$ cat src/rtl/ebs_pkg.sv
package ebs_pkg;

    typedef enum logic [2:0] {
        ST_IDLE,
        ST_T1,
        ST_T2,
        ST_TW,
        ST_T3
    } seq_state_t;

    typedef struct packed {
        logic       wide;
        logic       three;
        logic [1:0] waits;
    } area_cfg_t;

    function automatic logic [3:0] phase_cycles(input area_cfg_t c);
        return c.three ? (4'd3 + {2'b00, c.waits}) : 4'd2;
    endfunction

endpackage

$ cat src/rtl/ebs_area_decode.sv
module ebs_area_decode
    import ebs_pkg::*;
#(
    parameter int NUM_AREAS = 8,
    localparam int AREA_W = $clog2(NUM_AREAS)
) (
    input  logic [AREA_W-1:0]      area,
    input  logic [NUM_AREAS-1:0]   cfg_width,
    input  logic [NUM_AREAS-1:0]   cfg_states,
    input  logic [2*NUM_AREAS-1:0] cfg_waits,
    output area_cfg_t              sel,
    output logic                   bus16
);

    area_cfg_t cfg_tab [NUM_AREAS];

    for (genvar g = 0; g < NUM_AREAS; g++) begin : g_area
        assign cfg_tab[g] = '{wide: cfg_width[g], three: cfg_states[g], waits: cfg_waits[2*g +: 2]};
    end

    assign sel   = cfg_tab[area];
    assign bus16 = |cfg_width;

endmodule

$ cat src/rtl/ebs_lane_steer.sv
module ebs_lane_steer
    import ebs_pkg::*;
#(
    parameter int DATA_W = 16,
    localparam int BYTE_W = DATA_W / 2
) (
    input  area_cfg_t          cfg,
    input  logic               word,
    input  logic               phase,
    input  logic               addr0_req,
    input  logic [DATA_W-1:0]  wdata,
    input  logic [DATA_W-1:0]  din,
    input  logic [BYTE_W-1:0]  rdata_hi_cur,
    output logic               lane_hi,
    output logic               lane_lo,
    output logic               addr0_bus,
    output logic [DATA_W-1:0]  dout,
    output logic [DATA_W-1:0]  rdata_next
);

    logic [BYTE_W-1:0] narrow_byte;
    logic [BYTE_W-1:0] din_hi;
    logic [BYTE_W-1:0] din_lo;

    assign din_hi      = din[DATA_W-1:BYTE_W];
    assign din_lo      = din[BYTE_W-1:0];
    assign narrow_byte = (word && !phase) ? wdata[DATA_W-1:BYTE_W] : wdata[BYTE_W-1:0];

    always_comb begin
        if (!cfg.wide) begin
            lane_hi    = 1'b1;
            lane_lo    = 1'b0;
            addr0_bus  = word ? phase : addr0_req;
            dout       = {narrow_byte, {BYTE_W{1'b0}}};
            if (!word)
                rdata_next = {{BYTE_W{1'b0}}, din_hi};
            else if (!phase)
                rdata_next = {din_hi, {BYTE_W{1'b0}}};
            else
                rdata_next = {rdata_hi_cur, din_hi};
        end else if (word) begin
            lane_hi    = 1'b1;
            lane_lo    = 1'b1;
            addr0_bus  = 1'b0;
            dout       = wdata;
            rdata_next = din;
        end else begin
            lane_hi    = !addr0_req;
            lane_lo    = addr0_req;
            addr0_bus  = addr0_req;
            dout       = addr0_req ? {{BYTE_W{1'b0}}, wdata[BYTE_W-1:0]}
                                   : {wdata[BYTE_W-1:0], {BYTE_W{1'b0}}};
            rdata_next = {{BYTE_W{1'b0}}, addr0_req ? din_lo : din_hi};
        end
    end

endmodule

$ cat src/rtl/ebs_sequencer.sv
module ebs_sequencer
    import ebs_pkg::*;
#(
    parameter int NUM_AREAS = 8,
    parameter int ADDR_W    = 24,
    parameter int DATA_W    = 16,
    localparam int AREA_W   = $clog2(NUM_AREAS),
    localparam int BYTE_W   = DATA_W / 2
) (
    input  logic                   clk,
    input  logic                   rst,
    input  logic                   req_valid,
    output logic                   req_ready,
    input  logic [ADDR_W-1:0]      req_addr,
    input  logic                   req_word,
    input  logic                   req_write,
    input  logic [DATA_W-1:0]      req_wdata,
    output logic                   req_done,
    output logic [DATA_W-1:0]      req_rdata,
    input  logic [NUM_AREAS-1:0]   cfg_width,
    input  logic [NUM_AREAS-1:0]   cfg_states,
    input  logic [2*NUM_AREAS-1:0] cfg_waits,
    output logic                   bus16_mode,
    output logic [ADDR_W-1:0]      ext_addr,
    output logic                   ext_rd,
    output logic                   ext_wr_hi,
    output logic                   ext_wr_lo,
    output logic [DATA_W-1:0]      ext_dout,
    input  logic [DATA_W-1:0]      ext_din
);

    seq_state_t        st;
    area_cfg_t         dec_cfg;
    area_cfg_t         cur_cfg;
    logic [ADDR_W-1:0] cur_addr;
    logic              cur_word;
    logic              cur_write;
    logic [DATA_W-1:0] cur_wdata;
    logic              phase;
    logic [1:0]        wait_left;
    logic              done_q;
    logic [DATA_W-1:0] rdata_q;

    logic              split;
    logic              last_state;
    logic              rd_span;
    logic              wr_span;
    logic              lane_hi;
    logic              lane_lo;
    logic              addr0_bus;
    logic [DATA_W-1:0] lane_dout;
    logic [DATA_W-1:0] rdata_next;

    ebs_area_decode #(.NUM_AREAS(NUM_AREAS)) u_decode (
        .area       (req_addr[ADDR_W-1 -: AREA_W]),
        .cfg_width  (cfg_width),
        .cfg_states (cfg_states),
        .cfg_waits  (cfg_waits),
        .sel        (dec_cfg),
        .bus16      (bus16_mode)
    );

    ebs_lane_steer #(.DATA_W(DATA_W)) u_lanes (
        .cfg          (cur_cfg),
        .word         (cur_word),
        .phase        (phase),
        .addr0_req    (cur_addr[0]),
        .wdata        (cur_wdata),
        .din          (ext_din),
        .rdata_hi_cur (rdata_q[DATA_W-1:BYTE_W]),
        .lane_hi      (lane_hi),
        .lane_lo      (lane_lo),
        .addr0_bus    (addr0_bus),
        .dout         (lane_dout),
        .rdata_next   (rdata_next)
    );

    assign split      = cur_word && !cur_cfg.wide;
    assign last_state = (st == ST_T3) || (st == ST_T2 && !cur_cfg.three);

    always_ff @(posedge clk) begin
        if (rst) begin
            st        <= ST_IDLE;
            cur_cfg   <= '0;
            cur_addr  <= '0;
            cur_word  <= 1'b0;
            cur_write <= 1'b0;
            cur_wdata <= '0;
            phase     <= 1'b0;
            wait_left <= 2'd0;
            done_q    <= 1'b0;
            rdata_q   <= '0;
        end else begin
            done_q <= 1'b0;
            case (st)
                ST_IDLE: begin
                    if (req_valid) begin
                        st        <= ST_T1;
                        cur_cfg   <= dec_cfg;
                        cur_addr  <= req_addr;
                        cur_word  <= req_word;
                        cur_write <= req_write;
                        cur_wdata <= req_wdata;
                        phase     <= 1'b0;
                    end
                end
                ST_T1: begin
                    st        <= ST_T2;
                    wait_left <= cur_cfg.waits;
                end
                ST_T2: begin
                    st <= (wait_left != 2'd0) ? ST_TW : ST_T3;
                end
                ST_TW: begin
                    if (wait_left == 2'd1)
                        st <= ST_T3;
                    wait_left <= wait_left - 2'd1;
                end
                default: ;
            endcase
            if (last_state) begin
                if (!cur_write)
                    rdata_q <= rdata_next;
                if (split && !phase) begin
                    phase <= 1'b1;
                    st    <= ST_T1;
                end else begin
                    st     <= ST_IDLE;
                    done_q <= 1'b1;
                end
            end
        end
    end

    assign rd_span   = (st == ST_T2) || (st == ST_TW) || (st == ST_T3);
    assign wr_span   = (st == ST_T2) || (st == ST_TW);

    assign req_ready = (st == ST_IDLE);
    assign req_done  = done_q;
    assign req_rdata = rdata_q;
    assign ext_addr  = (st == ST_IDLE) ? '0 : {cur_addr[ADDR_W-1:1], addr0_bus};
    assign ext_rd    = rd_span && !cur_write;
    assign ext_wr_hi = wr_span && cur_write && lane_hi;
    assign ext_wr_lo = wr_span && cur_write && lane_lo;
    assign ext_dout  = (st != ST_IDLE && cur_write) ? lane_dout : '0;

    logic [3:0] phase_cnt;
    always_ff @(posedge clk) begin
        if (rst || st == ST_IDLE || last_state)
            phase_cnt <= 4'd0;
        else
            phase_cnt <= phase_cnt + 4'd1;
    end


    phase_len_chk: assert property (@(posedge clk) disable iff (rst)
        last_state |-> (phase_cnt == phase_cycles(cur_cfg) - 4'd1));


    two_state_nowait_chk: assert property (@(posedge clk) disable iff (rst)
        (st != ST_IDLE && !cur_cfg.three) |-> (st != ST_TW));


    hold_release_chk: assert property (@(posedge clk) disable iff (rst)
        (st == ST_T3) |-> !(ext_wr_hi || ext_wr_lo));


    addr_state_quiet_chk: assert property (@(posedge clk) disable iff (rst)
        (st == ST_T1) |-> !(ext_rd || ext_wr_hi || ext_wr_lo));


    narrow_lane_chk: assert property (@(posedge clk) disable iff (rst)
        (st != ST_IDLE && !cur_cfg.wide) |-> !ext_wr_lo);


    busy_hold_chk: assert property (@(posedge clk) disable iff (rst)
        (st != ST_IDLE) |=> $stable(cur_addr));


    cfg_snapshot_chk: assert property (@(posedge clk) disable iff (rst)
        (st != ST_IDLE && st != ST_T1) |-> $stable(cur_cfg));


    done_pulse_chk: assert property (@(posedge clk) disable iff (rst)
        req_done |=> !req_done);

endmodule

$ cat config.mk
export PLATFORM = sky130hd
export DESIGN_NAME = ebs_sequencer
export DESIGN_NICKNAME = d
export VERILOG_FILES = /design/src/rtl/ebs_pkg.sv /design/src/rtl/ebs_area_decode.sv /design/src/rtl/ebs_lane_steer.sv /design/src/rtl/ebs_sequencer.sv
export SDC_FILE = /design/constraint.sdc
export NUM_CORES = 1
export LEC_CHECK = 0
export CAP_MARGIN = 5
export CORE_MARGIN = 4
export CORE_UTILIZATION = 55
export CTS_CLUSTER_DIAMETER = 40
export DETAILED_ROUTE_END_ITERATION = 10
export DONT_BUFFER_PORTS = 1
export GPL_ROUTABILITY_DRIVEN = 0
export PLACE_DENSITY = 0.74
export SLEW_MARGIN = 25
export SYNTH_ARGS = -nofsm -noshare
export SYNTH_HDL_FRONTEND = slang
export SYNTH_SLANG_ARGS = --single-unit
$ cat constraint.sdc
create_clock -name clk -period 4.8 [get_ports clk]
set_clock_uncertainty 0.15 [all_clocks]
set_input_delay 0.72 -clock clk [delete_from_list [all_inputs] [get_ports clk]]
set_output_delay 0.72 -clock clk [all_outputs]
set_load 0.01 [all_outputs]
==> results.md <==
* Clock tree from TritonCTS: done
* Flops & latches, synth at 69
* Switching power as a share of total power at 26.6%
* Count of synthesis-stage warnings from yosys at 0
* Portion of the post-synthesis area used by sequential elements at 38.4%
* Max stage delay cell, worst path: a2111oi_0
* Number of max-cap violations at 0
* Endpoints failing hold at 0
* Std-Cell Rows at 29
* Mapped cell area at 0.00359 sq mm
* Setup_tns at 0 ns
* Via-per-instance ratio at 6.06
* Wire length of the first global-routing pass at 13,600 microns
* Floorplan Core Area at 0.00635 sq mm
* Peak clock frequency supported by timing at 315 MHz
* Reg-to-reg startpoint: st[1]
* Cell count of the worst hold path at 2
* Maximum fanout count along the critical path at 19
* RSZ-0062 raised after global routing: false
* Startpoint of the most critical setup path: cur_cfg[3]
* GR Util All Layers at 22.2%
* Gates resized, CTS repair at 0
* 1st-iter DRT viols at 135
* Placement Setup Slack at 1.95 ns
* Library cell used as clock root buffer: clkbuf_8
* Initial Util at 56.6%
* Cell chain of the critical path: nand2b_1 -> a21oi_1 -> a2111oi_0
* R2r setup slk at 2.55 ns
* Number of failing setup endpoints in the final timing report at 0
* Final worst path period need at 3.18 ns
* Clock group share of total power at 33.8%
* Number of antenna violations at the first check in global routing at 0
* Post-CTS clock slew at the launch and capture registers of the worst setup and hold paths at 0.07 ns
* DP HPWL at 6300 microns
* Fill count at 613
* Run status: finished, final reports clean
* Largest net degree at the start of global routing at 59
* Commonest non-fill, non-tap cell in the layout: nand2_1
* Per-instance average area after synthesis at 8.00 sq um
* CTS buffer count at 9
* Internal power at 881 uW
* Pre-antenna DRT Iters at 4
* Endpoint type of the worst setup path: primary output
* IO Port Bufs at 0
* Worst Path Arrival at 2.31 ns
* Critical Path Max Stage Delay at 0.82 ns
* Post-CTS setup buffer count at 0
* Final #Nets at 522
* Mean routed wirelength per cell at 17.2 microns
* Slew at the pin with the worst max-slew slack at 0.922 ns
* Gate Count Post-Synth at 449
* Period utilization at 66.2%
* Chip Width at 88.8 microns
* R2r worst-path depth at 4
* Floorplan die area at 0.00789 sq mm
* Headroom to the max-slew limit at 37.0%
* Combinational group share of total power at 12.8%
* Number of nets with antenna violations after routing at 0
* Endpoint of the worst-slack reg-to-reg timing path: cur_addr[12]
* Crit path required time at 3.93 ns
* Leading cell types in the layout, fill and taps excluded: nand2_1, dfxtp_1, a21oi_1
* Ports placed on the boundary at 155
* Via count of the routed design at 3,070
* Switching power total at 319 uW
* Number of remaining DRC errors at 0
* Vias in the first global route at 2,844
* Global-route congestion overflow total at 0
* Yosys cell types at 39
* Die extent in y at 88.8 microns
* Element type at the critical path start: flop
* Power per standard cell area at 326 mW/mm^2
* Power share of the sequential group at 53.4%
* Hold_buf cts at 0
* Area growth, synth to finish at 2.37%
* Critical path class: flop to primary output
* Largest vdd supply drop at 0.194 mV
* Detailed Route WL at 8750 microns
* Clk sink count at 69
* Share of layout cells above drive strength 1 at 6.05%
* Timing endpoint of the critical path: ext_dout[14]
* Nets in the synthesized netlist at 544
* Final worst slack at 1.62 ns
* Max-slew violation count at 0
* Antenna Cells at 0
* H-tree Lvls at 3
* CTS max path bufs at 2
* Worst hold-check path type: flop to flop
* Static leakage power at 0.00129 uW
* Insertion delay to the later sink of the worst-skew pair at 0.34 ns
routing by layer:
layer | up-vias | global-route usage [%] | part of all wire [%]
met4 | 0 | 10.7 | 2.0
met5 | - | 0 | 0
li1 | 1505 | - | -
met3 | 15 | 6.24 | 9.8
met2 | 153 | 37.0 | 48
met1 | 1397 | 26.2 | 40
flip-flops by register name (all words and copies together), names as in the netlist:
name and cells:
cur_addr 24, st 3, cur_wdata 16, phase 1, cur_write 1, wait_left 2
req_rdata 16, req_done 1, cur_word 1, cur_cfg 4
power by group through the flow:
stage,logic (uW),registers [uW],clock network (uW)
after floorplan,158,634,0
after global placement,151,651,0
after detailed placement,154,653,0
after CTS,155,640,420
after global routing,174,645,447
final,153,640,406
worst min path at each step:
| stage | endpoint | start |
|---|---|---|
| 4_1_cts | cur_wdata[10] | rst |
| 2_1_floorplan | cur_addr[10] | cur_addr[10] |
| 3_5_place_dp | cur_addr[9] | cur_addr[9] |
| 6_report | cur_addr[9] | cur_addr[9] |
| 3_3_place_gp | cur_addr[10] | cur_addr[10] |
| 5_1_grt | cur_wdata[0] | rst |
cells by family (layout without fill, tap and decap cells):
kind of cell | count (synthesis) | count (layout) | share of synthesized area, %
compound gates | 124 | 124 | 21.9
buf+inv | 49 | 30 | 7.28
fa+ha+maj | 2 | 2 | 0.696
mux | 20 | 20 | 6.96
flops | 69 | 69 | 38.4
simple gates | 185 | 185 | 24.8
critical path: cells and delay by family, from the launching register on:
kind	cells	cell delay, ns
AOI/OAI and AO/OA	2	0.94
DFF	1	0.63
and+or+nand+nor	1	0.41
cell usage after synthesis:
cell       instances  share of area (%)
nand2b_1           5               0.87
nor4_1             3               0.52
or4b_1             1               0.28
clkinv_1           1               0.10
buf_6              6                1.9
nor3b_2            1               0.35
mux4_2             4                2.5
buf_2             13                1.8
nor4b_2            1               0.42
o21ai_0            9                1.3
inv_1             12                1.3
and2_1             8                1.4
a211o_1            1               0.24
nor3_1             2               0.28
o211ai_1          10                2.1
a21oi_1           61                8.5
buf_12             1               0.56
nor3b_1            2               0.42
clkbuf_1          16                1.7
a211oi_1           1               0.21
nand3b_1           3               0.63
nor2b_1           32                5.6
ha_1               2               0.70
dfxtp_1           69                 38
o2111ai_2          1               0.42
nor2_1             8               0.84
a31oi_1            2               0.35
o22ai_1            8                1.4
o31ai_2            1               0.35
a21o_1             1               0.21
mux2i_1           16                4.5
o211ai_2           1               0.35
nand2_1          107                 11
a2111oi_0          1               0.24
o21a_1            10                2.1
and2b_1            5                1.0
nand3_1            7               0.97
o211a_1            1               0.28
o32ai_1           16                3.9
area by class of cell:
cell class	count	area, sq um	area share (%)
Multi-Input combinational cell	331	1960	53.4
Sequential cell	69	1380	37.6
Clock buffer	12	155	4.22
Tap cell	77	96.3	2.62
Inverter	13	48.8	1.33
Timing Repair Buffer	3	22.5	0.612
Clock inverter	2	10.0	0.272
stage by stage:
step / hold WS (ns) / std cells / util (%) / cell area [sq um] / total power, uW
floorplan: 0.282 / 449 / - / 3590 / 793
global placement: 0.281 / 493 / 55.3 / 3510 / 802
detailed placement: 0.286 / 493 / 55.3 / 3510 / 807
CTS: 0.284 / 507 / 57.9 / 3680 / 1210
global route: 0.280 / 507 / 57.9 / 3680 / 1270
finish: 0.294 / 507 / 57.9 / 3680 / 1200
No activity file was read; power rests on OpenSTA's default activity.
